`src/rtl/ts_rx_pkg.sv`:
```
package ts_rx_pkg;

  localparam int SYM_W  = 8;
  localparam int CTRL_W = 4;

  localparam logic [SYM_W-1:0] SYM_COM = 8'hBC;
  localparam logic [SYM_W-1:0] SYM_PAD = 8'hF7;
  localparam logic [SYM_W-1:0] ID_TS1  = 8'h4A;
  localparam logic [SYM_W-1:0] ID_TS2  = 8'h45;

  typedef enum logic [1:0] {
    SC_DATA  = 2'd0,
    SC_COM   = 2'd1,
    SC_PAD   = 2'd2,
    SC_KOTH  = 2'd3
  } sym_class_e;

  typedef struct packed {
    logic              is_ts2;
    logic              link_pad;
    logic [SYM_W-1:0]  link;
    logic              lane_pad;
    logic [SYM_W-1:0]  lane;
    logic [SYM_W-1:0]  fts;
    logic [SYM_W-1:0]  rate;
    logic [CTRL_W-1:0] ctrl;
  } ts_fields_t;

  function automatic sym_class_e classify_sym(input logic k, input logic [SYM_W-1:0] d);
    if (!k)               return SC_DATA;
    else if (d == SYM_COM) return SC_COM;
    else if (d == SYM_PAD) return SC_PAD;
    else                   return SC_KOTH;
  endfunction

  function automatic int unsigned next_run(input int unsigned cur,
                                           input int unsigned cap,
                                           input logic        same);
    if (!same)       return 0;
    else if (cur >= cap) return cap;
    else             return cur + 1;
  endfunction

endpackage

```
`src/rtl/ts_sym_classify.sv`:
```
module ts_sym_classify
  import ts_rx_pkg::*;
(
  input  logic             sym_k,
  input  logic [SYM_W-1:0] sym_data,
  output sym_class_e       cls,
  output logic             is_id_ts1,
  output logic             is_id_ts2
);

  always_comb begin
    cls       = classify_sym(sym_k, sym_data);
    is_id_ts1 = (cls == SC_DATA) && (sym_data == ID_TS1);
    is_id_ts2 = (cls == SC_DATA) && (sym_data == ID_TS2);
  end

endmodule

```
`src/rtl/ts_frame_parser.sv`:
```
module ts_frame_parser
  import ts_rx_pkg::*;
#(
  parameter int SET_LEN = 16
)(
  input  logic             clk,
  input  logic             rst_n,
  input  logic             sym_valid,
  input  sym_class_e       cls,
  input  logic [SYM_W-1:0] sym_data,
  input  logic             is_id_ts1,
  input  logic             is_id_ts2,
  output logic             com_evt,
  output logic             done_evt,
  output logic             abort_evt,
  output ts_fields_t       fields_o
);

  localparam int POS_W = $clog2(SET_LEN);
  localparam logic [POS_W-1:0] P_LINK = POS_W'(1);
  localparam logic [POS_W-1:0] P_LANE = POS_W'(2);
  localparam logic [POS_W-1:0] P_FTS  = POS_W'(3);
  localparam logic [POS_W-1:0] P_RATE = POS_W'(4);
  localparam logic [POS_W-1:0] P_CTRL = POS_W'(5);
  localparam logic [POS_W-1:0] P_ID   = POS_W'(6);
  localparam logic [POS_W-1:0] P_LAST = POS_W'(SET_LEN - 1);

  logic             active_q;
  logic [POS_W-1:0] pos_q;
  ts_fields_t       shadow_q;
  logic             take;
  logic             sym_ok;

  // Symbol legality at the current position
  always_comb begin
    if (pos_q == P_LINK || pos_q == P_LANE)
      sym_ok = (cls == SC_DATA) || (cls == SC_PAD);
    else if (pos_q < P_ID)
      sym_ok = (cls == SC_DATA);
    else if (pos_q == P_ID)
      sym_ok = is_id_ts1 || is_id_ts2;
    else
      sym_ok = shadow_q.is_ts2 ? is_id_ts2 : is_id_ts1;
  end

  assign com_evt   = sym_valid && (cls == SC_COM);
  assign take      = sym_valid && active_q && (cls != SC_COM);
  assign abort_evt = take && !sym_ok;
  assign done_evt  = take && sym_ok && (pos_q == P_LAST);

  always_comb begin
    fields_o = shadow_q;
    if (pos_q == P_ID) fields_o.is_ts2 = is_id_ts2;
  end

  always_ff @(posedge clk or negedge rst_n) begin
    if (!rst_n) begin
      active_q <= 1'b0;
      pos_q    <= '0;
      shadow_q <= '0;
    end else if (com_evt) begin
      active_q <= 1'b1;
      pos_q    <= P_LINK;
      shadow_q <= '0;
    end else if (take) begin
      if (!sym_ok || pos_q == P_LAST) active_q <= 1'b0;
      else                            pos_q    <= pos_q + 1'b1;
      if (sym_ok) begin
        case (pos_q)
          P_LINK: begin
            shadow_q.link_pad <= (cls == SC_PAD);
            shadow_q.link     <= (cls == SC_PAD) ? '0 : sym_data;
          end
          P_LANE: begin
            shadow_q.lane_pad <= (cls == SC_PAD);
            shadow_q.lane     <= (cls == SC_PAD) ? '0 : sym_data;
          end
          P_FTS:  shadow_q.fts    <= sym_data;
          P_RATE: shadow_q.rate   <= sym_data;
          P_CTRL: shadow_q.ctrl   <= sym_data[CTRL_W-1:0];
          P_ID:   shadow_q.is_ts2 <= is_id_ts2;
          default: ;
        endcase
      end
    end
  end

  AST_COM_RESTART: assert property (@(posedge clk) disable iff (!rst_n)
    com_evt |=> (active_q && pos_q == P_LINK));

  AST_ID_ABORT: assert property (@(posedge clk) disable iff (!rst_n)
    (take && pos_q >= P_ID && !is_id_ts1 && !is_id_ts2) |=> !active_q);

  AST_KCHAR_ABORT: assert property (@(posedge clk) disable iff (!rst_n)
    (take && pos_q > P_LANE && pos_q < P_ID && cls != SC_DATA) |=> !active_q);

  AST_GAP_HOLD: assert property (@(posedge clk) disable iff (!rst_n)
    !sym_valid |=> ($stable(pos_q) && $stable(active_q)));

endmodule

```
`src/rtl/ts_set_register.sv`:
```
module ts_set_register
  import ts_rx_pkg::*;
#(
  parameter int RUN_MAX = 15,
  parameter int RUN_W   = 4
)(
  input  logic             clk,
  input  logic             rst_n,
  input  logic             done_evt,
  input  ts_fields_t       fields_i,
  output ts_fields_t       fields_o,
  output logic             valid_o,
  output logic [RUN_W-1:0] run_o,
  output logic             same_evt
);

  localparam logic [RUN_W-1:0] RUN_CAP = RUN_W'(RUN_MAX);

  ts_fields_t       fields_q;
  logic             have_prev_q;
  logic             valid_q;
  logic [RUN_W-1:0] run_q;

  assign same_evt = have_prev_q && (fields_i == fields_q);

  always_ff @(posedge clk or negedge rst_n) begin
    if (!rst_n) begin
      fields_q    <= '0;
      have_prev_q <= 1'b0;
      valid_q     <= 1'b0;
      run_q       <= '0;
    end else begin
      valid_q <= done_evt;
      if (done_evt) begin
        fields_q    <= fields_i;
        have_prev_q <= 1'b1;
        run_q       <= RUN_W'(next_run(32'(run_q), RUN_MAX, same_evt));
      end
    end
  end

  assign fields_o = fields_q;
  assign valid_o  = valid_q;
  assign run_o    = run_q;

  AST_RUN_CLEARS: assert property (@(posedge clk) disable iff (!rst_n)
    (done_evt && !same_evt) |=> (run_o == '0));

  AST_RUN_STEP: assert property (@(posedge clk) disable iff (!rst_n)
    (done_evt && same_evt && run_q < RUN_CAP) |=> (run_o == $past(run_q) + 1'b1));

  AST_RUN_HELD_AT_CAP: assert property (@(posedge clk) disable iff (!rst_n)
    (done_evt && same_evt && run_q == RUN_CAP) |=> (run_o == RUN_CAP));

  AST_HOLD_BETWEEN: assert property (@(posedge clk) disable iff (!rst_n)
    !done_evt |=> ($stable(fields_o) && $stable(run_o)));

endmodule

```
`src/rtl/ts_rx.sv`:
```
module ts_rx
  import ts_rx_pkg::*;
#(
  parameter int SET_LEN = 16,
  parameter int RUN_MAX = 15
)(
  input  logic                             clk,
  input  logic                             rst_n,
  input  logic                             sym_valid,
  input  logic                             sym_k,
  input  logic [7:0]                       sym_data,
  output logic                             set_valid,
  output logic                             set_is_ts2,
  output logic [7:0]                       link_num,
  output logic                             link_pad,
  output logic [7:0]                       lane_num,
  output logic                             lane_pad,
  output logic [7:0]                       fts_num,
  output logic [7:0]                       rate_code,
  output logic [3:0]                       train_ctrl,
  output logic [$clog2(RUN_MAX+1)-1:0]     run_count,
  output logic                             scr_reset
);

  localparam int RUN_W = $clog2(RUN_MAX + 1);

  sym_class_e cls;
  logic       is_id_ts1, is_id_ts2;
  logic       com_evt, done_evt, abort_evt, same_evt;
  ts_fields_t parsed, held;
  logic       scr_q;

  ts_sym_classify u_cls (
    .sym_k     (sym_k),
    .sym_data  (sym_data),
    .cls       (cls),
    .is_id_ts1 (is_id_ts1),
    .is_id_ts2 (is_id_ts2)
  );

  ts_frame_parser #(.SET_LEN(SET_LEN)) u_parse (
    .clk       (clk),
    .rst_n     (rst_n),
    .sym_valid (sym_valid),
    .cls       (cls),
    .sym_data  (sym_data),
    .is_id_ts1 (is_id_ts1),
    .is_id_ts2 (is_id_ts2),
    .com_evt   (com_evt),
    .done_evt  (done_evt),
    .abort_evt (abort_evt),
    .fields_o  (parsed)
  );

  ts_set_register #(.RUN_MAX(RUN_MAX), .RUN_W(RUN_W)) u_hold (
    .clk      (clk),
    .rst_n    (rst_n),
    .done_evt (done_evt),
    .fields_i (parsed),
    .fields_o (held),
    .valid_o  (set_valid),
    .run_o    (run_count),
    .same_evt (same_evt)
  );

  always_ff @(posedge clk or negedge rst_n) begin
    if (!rst_n) scr_q <= 1'b0;
    else        scr_q <= com_evt;
  end

  assign scr_reset  = scr_q;
  assign set_is_ts2 = held.is_ts2;
  assign link_num   = held.link;
  assign link_pad   = held.link_pad;
  assign lane_num   = held.lane;
  assign lane_pad   = held.lane_pad;
  assign fts_num    = held.fts;
  assign rate_code  = held.rate;
  assign train_ctrl = held.ctrl;

  AST_VALID_SINGLE: assert property (@(posedge clk) disable iff (!rst_n)
    set_valid |=> !set_valid);

  AST_SCR_AFTER_COM: assert property (@(posedge clk) disable iff (!rst_n)
    com_evt |=> scr_reset);

  AST_SCR_ONLY_COM: assert property (@(posedge clk) disable iff (!rst_n)
    !com_evt |=> !scr_reset);

  AST_ABORT_NO_VALID: assert property (@(posedge clk) disable iff (!rst_n)
    abort_evt |=> !set_valid);

  AST_LINK_PAD_ZERO: assert property (@(posedge clk) disable iff (!rst_n)
    link_pad |-> (link_num == 8'h00));

  AST_LANE_PAD_ZERO: assert property (@(posedge clk) disable iff (!rst_n)
    lane_pad |-> (lane_num == 8'h00));

endmodule

```
`config.mk`:
```
export PLATFORM = sky130hd
export DESIGN_NAME = ts_rx
export DESIGN_NICKNAME = d
export VERILOG_FILES = /design/src/rtl/ts_rx_pkg.sv /design/src/rtl/ts_sym_classify.sv /design/src/rtl/ts_frame_parser.sv /design/src/rtl/ts_set_register.sv /design/src/rtl/ts_rx.sv
export SDC_FILE = /design/constraint.sdc
export NUM_CORES = 1
export LEC_CHECK = 0
export BUFFER_PORTS_ARGS = -buffer_cell sky130_fd_sc_hd__buf_2
export CAP_MARGIN = 10
export CORE_ASPECT_RATIO = 0.6
export CORE_MARGIN = 8
export CORE_UTILIZATION = 57
export DETAILED_ROUTE_END_ITERATION = 8
export PLACE_DENSITY = 0.86
export RECOVER_POWER = 25
export SYNTH_ARGS = -nofsm -noshare
export SYNTH_HDL_FRONTEND = slang
export SYNTH_SLANG_ARGS = --single-unit
```
`constraint.sdc`:
```
create_clock -name clk -period 3 [get_ports clk]
set_input_delay 0.75 -clock clk [delete_from_list [all_inputs] [get_ports clk]]
set_output_delay 0.75 -clock clk [all_outputs]
set_load 0.005 [all_outputs]
```
* Word-level counts from Yosys, hierarchy flattened
Index checks and enable logic that the tools add are counted. Widths: inputs -> output; s select.
Storage, ports and cells: logic and storage cells 97, bits of input ports 12, output and inout bits 45, register bits 90
Operators by class: muxes and demuxes 25, $lt $le $gt $ge 2, eq/ne operators 16, $add $sub $neg 2, reductions and logical operators 30
Operators by type and width (number):
- $mux 39 | 3
- $eq 39x39->1 | 1
- $mux 4 | 6
- $mux 8 | 3
- $mux 9 | 2
- $eq 8x7->1 const B | 2
- $eq 8x8->1 const B | 2
- $reduce_bool 2->1 | 8
- $reduce_and 3->1 | 5
- $eq 4x3->1 const B | 3
- $mux 1 | 9
- $add 4x1->4 const B | 2
- $eq 4x2->1 const B | 2
- $logic_and 1x1->1 | 8
- $reduce_and 2->1 | 3
- $eq 4x1->1 const B | 1
- $eq 4x4->1 const B | 1
- $ge 4x4->1 const B | 1
- $logic_or 1x1->1 | 4
- $lt 4x3->1 const B | 1
- $mux 2 | 2
- $eq 2x1->1 const B | 1
- $eq 2x2->1 const B | 1
- $logic_not 2->1 | 1
- other kinds (3) | 3

* Longest topological paths before layout
Gate-level depths: netlist of run 1.
depth in word-level cells 15, depth in mapped cells 9, depth with buffers taken out 8

* Hierarchy
A second synthesis of run 1 with hierarchy kept.
Second synthesis, totals: cell total of the unflattened synthesis 413, area total of the unflattened synthesis 4727.0 um^2
By module, submodules not included:
- ts_frame_parser | sequential area each 1101.1 um^2, cells each 240, instances 1, area an instance 2456.1 um^2
- ts_set_register | sequential area each 1126.1 um^2, cells each 161, instances 1, area an instance 2142.1 um^2
- ts_sym_classify | sequential area each 0.0 um^2, cells each 11, instances 1, area an instance 103.8 um^2
- ts_rx | sequential area each 25.0 um^2, cells each 1, instances 1, area an instance 25.0 um^2

* Least setup slack after synthesis of run 1
Ideal clock, no wire load.
path type input to register, from in sym_k, to reg u_hold.fields_q, in the netlist u_hold.fields_o[15], setup slack 0.269 ns, stages on the path 8, library setup time 0.125 ns, arrival 2.606 ns, data required time 2.875 ns, buffers on the path 2, path through buf_2 > nor4_1 > o2111ai_1 > a21oi_2 > nor2_2 > nor3_4 > buf_6 > mux2_2
Between the ends: longest elaborated chain between the ends 9, elaborated cells on any way between the ends 15, those cells by class 2 x eq/ne; 5 x mux; 8 x reduce/logical
RTL lines:
- start: declaration | line ts_rx.sv:10 | input logic sym_k,
- $mux 2 * | line ts_rx_pkg.sv:30 | if (!k) return SC_DATA;
- $logic_not 2->1
- $logic_and 1x1->1 (on tied branches) | line ts_sym_classify.sv:13, ts_sym_classify.sv:14
- $mux 1 or $logic_or 1x1->1 (tied branches) | line ts_frame_parser.sv:43, ts_frame_parser.sv:41
- $mux 1 | line ts_frame_parser.sv:40 | else if (pos_q == P_ID)
- $mux 1 | line ts_frame_parser.sv:38 | else if (pos_q < P_ID)
- $mux 1 | line ts_frame_parser.sv:36 | if (pos_q == P_LINK || pos_q == P_LANE)
- $logic_and 1x1->1 * (2 in series) | line ts_frame_parser.sv:49 | assign done_evt = take && sym_ok && (pos_q == P_LAST);
- end signal: assignment | line ts_set_register.sv:35 | fields_q <= fields_i;
- end: declaration | line ts_set_register.sv:19 | ts_fields_t fields_q;
Every way passes the cells marked *; elsewhere a longest branch is shown, timed or not. A chain may end at the register's enable or synchronous reset.

* Worst setup path after layout of run 1
from in sym_data[6], to reg u_parse.shadow_q, in the netlist u_parse.fields_o[32]
Between the ends: longest elaborated chain between the ends 12, elaborated cells on any way between the ends 30, those cells by class 7 x eq/ne; 12 x mux; 11 x reduce/logical
RTL lines:
- start: declaration | line ts_rx.sv:11 | input logic [7:0] sym_data,
- $eq 8x8->1 | line ts_rx_pkg.sv:32 | else if (d == SYM_PAD) return SC_PAD;
- $mux 1 | line ts_rx_pkg.sv:32
- $mux 2 | line ts_rx_pkg.sv:31 | else if (d == SYM_COM) return SC_COM;
- $mux 2 | line ts_rx_pkg.sv:30
- $logic_not 2->1
- $logic_and 1x1->1 (on tied branches) | line ts_sym_classify.sv:13, ts_sym_classify.sv:14
- $mux 1 or $logic_or 1x1->1 (tied branches) | line ts_frame_parser.sv:43, ts_frame_parser.sv:41
- $mux 1 | line ts_frame_parser.sv:40
- $mux 1 | line ts_frame_parser.sv:38
- $mux 1 | line ts_frame_parser.sv:36
- $reduce_bool 2->1 (no line)
- $reduce_and 3->1 (no line)
- end: declaration | line ts_frame_parser.sv:30 | ts_fields_t shadow_q;
Parallel ways exist; a longest one is shown, timed or not. The select of a mux whose other input is x is not followed.

==> results of run 1 <==
==> logic make-up after synthesis <==
kind of cell,after synthesis,synth area share [%]
xor+xnor,38,7.80
compound gates,67,9.62
mux,42,11.1
buf+inv,28,3.20
flops,90,52.8
fa+ha+maj,5,1.47
simple gates,108,14.1
==> area by class of cell <==
| class | count | area [um^2] | share of cell area, % |
|---|---|---|---|
| Sequential cell | 90 | 2250 | 44.9 |
| Multi-Input combinational cell | 260 | 1880 | 37.4 |
| Timing Repair Buffer | 69 | 395 | 7.88 |
| Clock buffer | 12 | 246 | 4.91 |
| Tap cell | 104 | 130 | 2.59 |
| Clock inverter | 4 | 73.8 | 1.47 |
| Inverter | 11 | 41.3 | 0.823 |
==> power by group <==
group	total, mW	switching (mW)	internal (mW)
clock	1.22	0.463	0.755
sequential	1.23	0.00861	1.22
combinational	0.0931	0.0676	0.0255
total	2.54	0.539	2.00
==> worst min-delay path by stage <==
stage,startpoint,to,slack [ps],cells past startpoint
floorplan,u_hold.have_prev_q,u_hold.have_prev_q,440,1
global placement,u_hold.have_prev_q,u_hold.have_prev_q,460,1
detailed placement,u_hold.have_prev_q,u_hold.have_prev_q,460,1
CTS,rst_n,u_hold.fields_o[9],420,1
global route,u_parse.active_q,u_parse.active_q,490,1
finish,u_hold.have_prev_q,u_hold.have_prev_q,470,1
==> placed cells by master (no fill, tap or decap), drive strengths merged, types with 2 or more instances in the layout <==
cell type	count
dfrtp	90
a21o	2
o21ai	40
and3b	2
and3	7
nand2b	3
inv	12
or2	3
mux2	41
xnor2	38
nor2	7
clkbuf	15
buf	66
o31ai	6
ha	5
nand4	14
nor3	3
and2	2
nor4	4
nand3	44
a21oi	5
a31oi	2
bufinv	2
o2111ai	3
nand2	13
==> critical path, stage by stage <==
cell and delay [ps]:
buf_2 150, nor4b_1 540, a31oi_1 280, and3_1 250, o21ai_1 260, buf_4 280, nand3_1 110, o21ai_0 120
==> registers in the layout, summed over array words and instances, names as in the netlist <==
signal,flops
u_parse.pos_q,4
u_parse.fields_o,38
scr_reset,1
u_hold.have_prev_q,1
u_parse.active_q,1
u_parse.shadow_q,1
u_hold.fields_o,39
u_hold.valid_o,1
u_hold.run_o,4
==> layer usage <==
metal | track usage (%) | up-vias | share of wire (%)
met4 | 6.44 | 0 | 1.5
met1 | 27.8 | 1651 | 45
li1 | - | 1494 | -
met5 | 0 | - | 0
met2 | 29.5 | 160 | 44
met3 | 6.63 | 26 | 9.0
==> per-stage QoR <==
| step | util [%] | cell area [um^2] |
|---|---|---|
| 2_1_floorplan | - | 4270 |
| 3_5_place_dp | 64.8 | 4710 |
| 5_1_grt | 69.1 | 5020 |
| 4_1_cts | 69.2 | 5030 |
| 6_report | 69.1 | 5020 |
| 3_3_place_gp | 64.8 | 4710 |
==> impl_metrics.py, run 1 <==
metrics = {
    "status": {
        "status": "finished clean",
    },
    "cells_and_area": {
        "syn_to_final_growth_pct": 17.6,
        "fillerInstances": 557,
        "drive_gt1_share_pct": 28.9,
        "final_cells": 550,
        "nNetsFinal": 458,
        "diodes": 0,
    },
    "placed_design": {
        "hpwlAfterDp_mm": 7.44,
        "io_buffers": 56,
        "post-place-cells": 534,
        "gp_congestion": 0.898,
        "pre_cts_slack_ps": 207,
    },
    "drt": {
        "drtPass1Iterations": 6,
        "post_drt_wl_per_cell_um": 19.1,
        "vias": 3331,
        "drc": 0,
        "drt_iter0_drc": 253,
        "wirelength_mm": 10.5,
        "ant_nets": 0,
        "viasPerCell": 6.06,
    },
    "clock_tree": {
        "cts_setup_buffers": 0,
        "postCtsResizedCells": 0,
        "cts_buffers": 9,
        "cts_max_level": 3,
        "cts_sinks": 90,
        "insertion_delay_ps": 350,
        "cts_root_buffer": "clkbuf_16",
        "cts.path.max_buffers": 2,
        "clkSlewWorstSetupHoldPaths_ps": 60,
        "cts_tree": "done",
        "hold_buffers": 0,
    },
    "pwr": {
        "p_leak_nw": 2.46,
        "power_mw": 2.54,
        "power_density_nw_per_um2": 506,
        "ir_drop_mv": 0.334,
    },
    "sta": {
        "final.hold.worst_slack_ps": 474,
        "min_period_ps": 2500,
        "fin_ws_ps": 503,
        "worst_pin_slew_ps": 1130,
        "fin_setup_tns_ps": 0,
        "hold_viol": 0,
        "fmax_ghz": 0.401,
        "slew_violations": 0,
        "final.setup_skew_ps": 5.51,
        "setup_viol": 0,
        "fin_crit_sh_pct": 83.2,
        "rsz0062_at_grt": "no",
        "slew_headroom_pct": 24.4,
    },
    "logic_synthesis": {
        "async_flop_share_pct": 100,
        "synth_most_common_cell": "dfrtp_1",
        "synthesis.area_um2": 4270,
        "synth.lib_cells_used.distinct": 47,
        "postSynthCellCount": 378,
        "yosysTopAreaCell": "dfrtp_1",
        "netlist.area_leader.share_pct": 52.8,
        "ys_warn_count": 0,
        "synth_commonest_cells": "90 x dfrtp_1, 44 x nand3_1, 39 x mux2_2",
        "synth_area_leaders": "dfrtp_1 53%, mux2_2 10%, xnor2_1 7.8%",
        "syn-num-nets": 395,
        "ys.flop_type": "dfrtp_1",
        "synth.avg_cell_area_um2": 11.3,
        "yosysSeqAreaShare_pct": 52.8,
        "ys_ff_latch": 90,
        "synth_edf_count": 0,
    },
    "critical_path": {
        "worst_r2r_path_depth": 10,
        "reg2reg_from": "u_parse.pos_q[0]",
        "reg2reg_to": "u_parse.fields_o[32]",
        "critPathRequiredTime_ps": 3250,
        "cp-startpoint": "sym_data[6]",
        "crit_fanout": 14,
        "startpoint_type": "input pin",
        "crit_type": "in2reg",
        "ff2ff_setup_slack_ps": 610,
        "worst-endpoint-arrival_ps": 2750,
        "critPathCaptureType": "register",
        "crit_end": "u_parse.fields_o[32]",
    },
    "grt": {
        "antenna_found_initial": 0,
        "gr-total-overflow": 0,
        "grt_max_degree": 46,
        "grt_pass1_wl_mm": 16.8,
        "grt_usage_pct": 20.2,
        "first_global_vias": 3179,
    },
    "floorplan": {
        "rows": 24,
        "chipHeight_um": 83.0,
        "die_area_um2": 10600,
        "die_w_um": 128,
        "core_area_um2": 7270,
        "io_pins": 57,
        "initial_utilization_pct": 58.7,
    },
    "hold_path": {
        "hold_class": "reg2reg",
    },
    "flow_run": {
        "maxCapViolations": 0,
    },
}
(Power assumes the default switching activity.)
==> run 2, diff against run 1 <==
--- a/config.mk
+++ b/config.mk
@@ -5,13 +5,14 @@
 export SDC_FILE = /design/constraint.sdc
 export NUM_CORES = 1
 export LEC_CHECK = 0
+export ABC_AREA = 1
 export BUFFER_PORTS_ARGS = -buffer_cell sky130_fd_sc_hd__buf_2
 export CAP_MARGIN = 10
 export CORE_ASPECT_RATIO = 0.6
 export CORE_MARGIN = 8
-export CORE_UTILIZATION = 57
+export CORE_UTILIZATION = 58
 export DETAILED_ROUTE_END_ITERATION = 8
-export PLACE_DENSITY = 0.86
+export PLACE_DENSITY = 0.87
 export RECOVER_POWER = 25
 export SYNTH_ARGS = -nofsm -noshare
 export SYNTH_HDL_FRONTEND = slang
==> constraint.sdc (replaced) <==
create_clock -name clk -period 2.4 [get_ports clk]
set_input_delay 0.6 -clock clk [delete_from_list [all_inputs] [get_ports clk]]
set_output_delay 0.6 -clock clk [all_outputs]
set_load 0.005 [all_outputs]
==> impl_metrics.py, run 2 <==
metrics = {
    "clock_tree": {
        "insertion_delay_ps": 350,
        "clkSlewWorstSetupHoldPaths_ps": 70,
        "cts_tree": "done",
        "cts_sinks": 90,
        "cts_buffers": 9,
        "cts_root_buffer": "clkbuf_16",
        "cts.path.max_buffers": 2,
        "hold_buffers": 0,
        "cts_max_level": 3,
    },
    "cells_and_area": {
        "nNetsFinal": 700,
        "syn_to_final_growth_pct": 16.2,
        "mostFrequentLayoutCell": "nand2_1",
        "final_design_area_no_fill_um2": 5380,
        "diodes": 0,
        "drive_gt1_share_pct": 15.7,
        "largest_reg_flops": 39,
        "final_cells": 796,
        "most-common-layout-cells": "264 x nand2_1, 90 x dfrtp_1, 78 x inv_1",
    },
    "sta": {
        "slew_headroom_pct": -27.1,
        "setup_viol": 0,
        "rsz0062_at_grt": "no",
        "fmax_ghz": 0.455,
        "hold_viol": 0,
        "final.setup_skew_ps": 5.65,
        "worst_pin_slew_ps": 1910,
        "final.hold.worst_slack_ps": 454,
        "slew_violations": 32,
        "fin_crit_sh_pct": 91.7,
        "min_period_ps": 2200,
    },
    "logic_synthesis": {
        "synth_mux_area_share_pct": 0,
        "synth-compound-area-share_pct": 7.27,
        "synth_edf_count": 0,
        "synth.lib_cells_used.distinct": 26,
        "async_flop_share_pct": 100,
        "synth.avg_cell_area_um2": 7.47,
        "yosysTopAreaCell": "dfrtp_1",
        "synth_fa_ha_area_share_pct": 1.35,
        "yosysSeqAreaShare_pct": 48.6,
        "synth-simple-area-share_pct": 32.1,
        "synthXorXnorAreaFrac_pct": 2.27,
        "postSynthCellCount": 620,
        "syn-num-nets": 637,
        "synth_top_family_by_area": "simple AND/OR/NAND/NOR gates",
        "ys_ff_latch": 90,
        "ys_warn_count": 0,
        "synth_commonest_cells": "265 x nand2_1, 90 x dfrtp_1, 78 x inv_1",
        "ys.flop_type": "dfrtp_1",
        "synth_area_leaders": "dfrtp_1 49%, nand2_1 21%, inv_1 6.3%",
        "netlist.area_leader.share_pct": 48.6,
        "synthesis.area_um2": 4630,
        "synth_most_common_cell": "nand2_1",
    },
    "grt": {
        "grt_pass1_wl_mm": 19.6,
        "grt_max_degree": 45,
        "gr-total-overflow": 0,
        "first_global_vias": 3962,
        "antenna_found_initial": 0,
        "grt_usage_pct": 21.8,
    },
    "critical_path": {
        "critPathCaptureType": "register",
        "critPathRequiredTime_ps": 2610,
        "crit_type": "reg2reg",
        "crit_fanout": 16,
        "reg2reg_from": "u_parse.pos_q[0]",
        "reg2reg_to": "u_hold.run_o[0]",
        "startpoint_type": "register",
        "worst-endpoint-arrival_ps": 2410,
        "cp-startpoint": "u_parse.pos_q[0]",
        "crit_end": "u_hold.run_o[0]",
        "slowest_stage": "dfrtp_1",
        "crit_chain": "inv_1, ha_1, nand3_1, nand2_1, nand3_1, nand3_2, nand2_4, a21oi_4, nand2_2, nand2_1, o21ai_0",
        "cpPeakStageDelay_ps": 420,
        "worst_r2r_path_depth": 11,
        "ff2ff_setup_slack_ps": 200,
    },
    "drt": {
        "viasPerCell": 5.18,
        "post_drt_wl_per_cell_um": 14.7,
        "drt_iter0_drc": 491,
        "drc": 0,
        "vias": 4126,
        "ant_nets": 0,
        "drtPass1Iterations": 5,
        "wirelength_mm": 11.7,
    },
    "floorplan": {
        "core_area_um2": 7820,
        "die_w_um": 131,
        "die_area_um2": 11200,
        "chipHeight_um": 85.2,
        "initial_utilization_pct": 59.2,
        "rows": 25,
        "io_pins": 57,
    },
    "flow_run": {
        "maxCapViolations": 1,
    },
    "hold_path": {
        "hold-path-cell-count": 2,
        "hold_class": "reg2reg",
    },
    "placed_design": {
        "post-place-cells": 777,
        "placed_area_um2": 5040,
        "hpwlAfterDp_mm": 8.78,
        "gp_congestion": 0.949,
        "io_buffers": 56,
    },
    "status": {
        "status": "finished with violations",
        "violations": "max-capacitance violations, max-slew violations",
    },
    "pwr": {
        "power_density_nw_per_um2": 851,
        "p_leak_nw": 2.93,
        "ir_drop_mv": 0.465,
    },
}
run 2: cell type report:
cell class / count / area (um^2)
inverter: 82 / 308
sequential: 90 / 2250
tap: 108 / 135
timing repair buffer: 65 / 375
clock inverter: 6 / 78.8
fill: 652 / 2440
clock buffer: 10 / 239
multi-input combinational: 435 / 1990
run 2: logic make-up after synthesis:
kind of cell | after synthesis
buf+inv | 95
compound gates | 63
xor+xnor | 12
simple gates | 355
flops | 90
fa+ha+maj | 5
run 2: worst min-delay path by stage:
stage / startpoint / to / slack (ps)
6_report: u_hold.have_prev_q / u_hold.have_prev_q / 450
5_1_grt: u_hold.have_prev_q / u_hold.have_prev_q / 500
4_1_cts: rst_n / u_hold.fields_o[14] / 210
3_5_place_dp: u_hold.have_prev_q / u_hold.have_prev_q / 440
3_3_place_gp: u_hold.have_prev_q / u_hold.have_prev_q / 440
2_1_floorplan: rst_n / scr_reset / 300
run 2: report_power, final:
| group | internal, mW | switching, mW | total [mW] |
|---|---|---|---|
| Sequential | 1.77 | 0.349 | 2.12 |
| Clock | 0.859 | 0.636 | 1.50 |
| Combinational | 0.350 | 0.608 | 0.958 |
| Total | 2.98 | 1.59 | 4.58 |
run 2: through the flow:
step                      setup slack, ps  utilization [%]  TNS [ps]  power [mW]
final                                 200             68.8         0        4.58
after CTS                            34.7             68.5         0        4.57
after detailed placement            -10.6             64.4     -13.2        3.07
after floorplan                       589                -         0        2.75
after global routing                 26.0             68.8         0        4.82
after global placement               65.9             64.4         0        3.02
run 2: critical path: cells and delay by family (launching register included):
| kind | cells | cell delay [ps] |
|---|---|---|
| AND/OR/NAND/NOR | 7 | 970 |
| flip-flops | 1 | 420 |
| AO/OA/AOI/OAI | 2 | 330 |
| adder cells (fa/ha/maj) | 1 | 200 |
| buffers and inverters | 1 | 120 |
run 2: per-layer routing:
layer	up-vias	part of all wire, %	routed length [um]	GRT usage [%]
met2	152	44	5190	34.0
li1	2044	-	-	-
met5	-	0	0	0
met3	16	9.1	1070	6.49
met1	1914	45	5340	28.9
met4	0	1.1	134	6.22
run 2: timing repair:
| item | 4_1_cts | 5_1_grt |
|---|---|---|
| resized for setup | 0 | 2 |
| setup buffers | 0 | 3 |
| setup endpoints to repair | 0 | 26 |
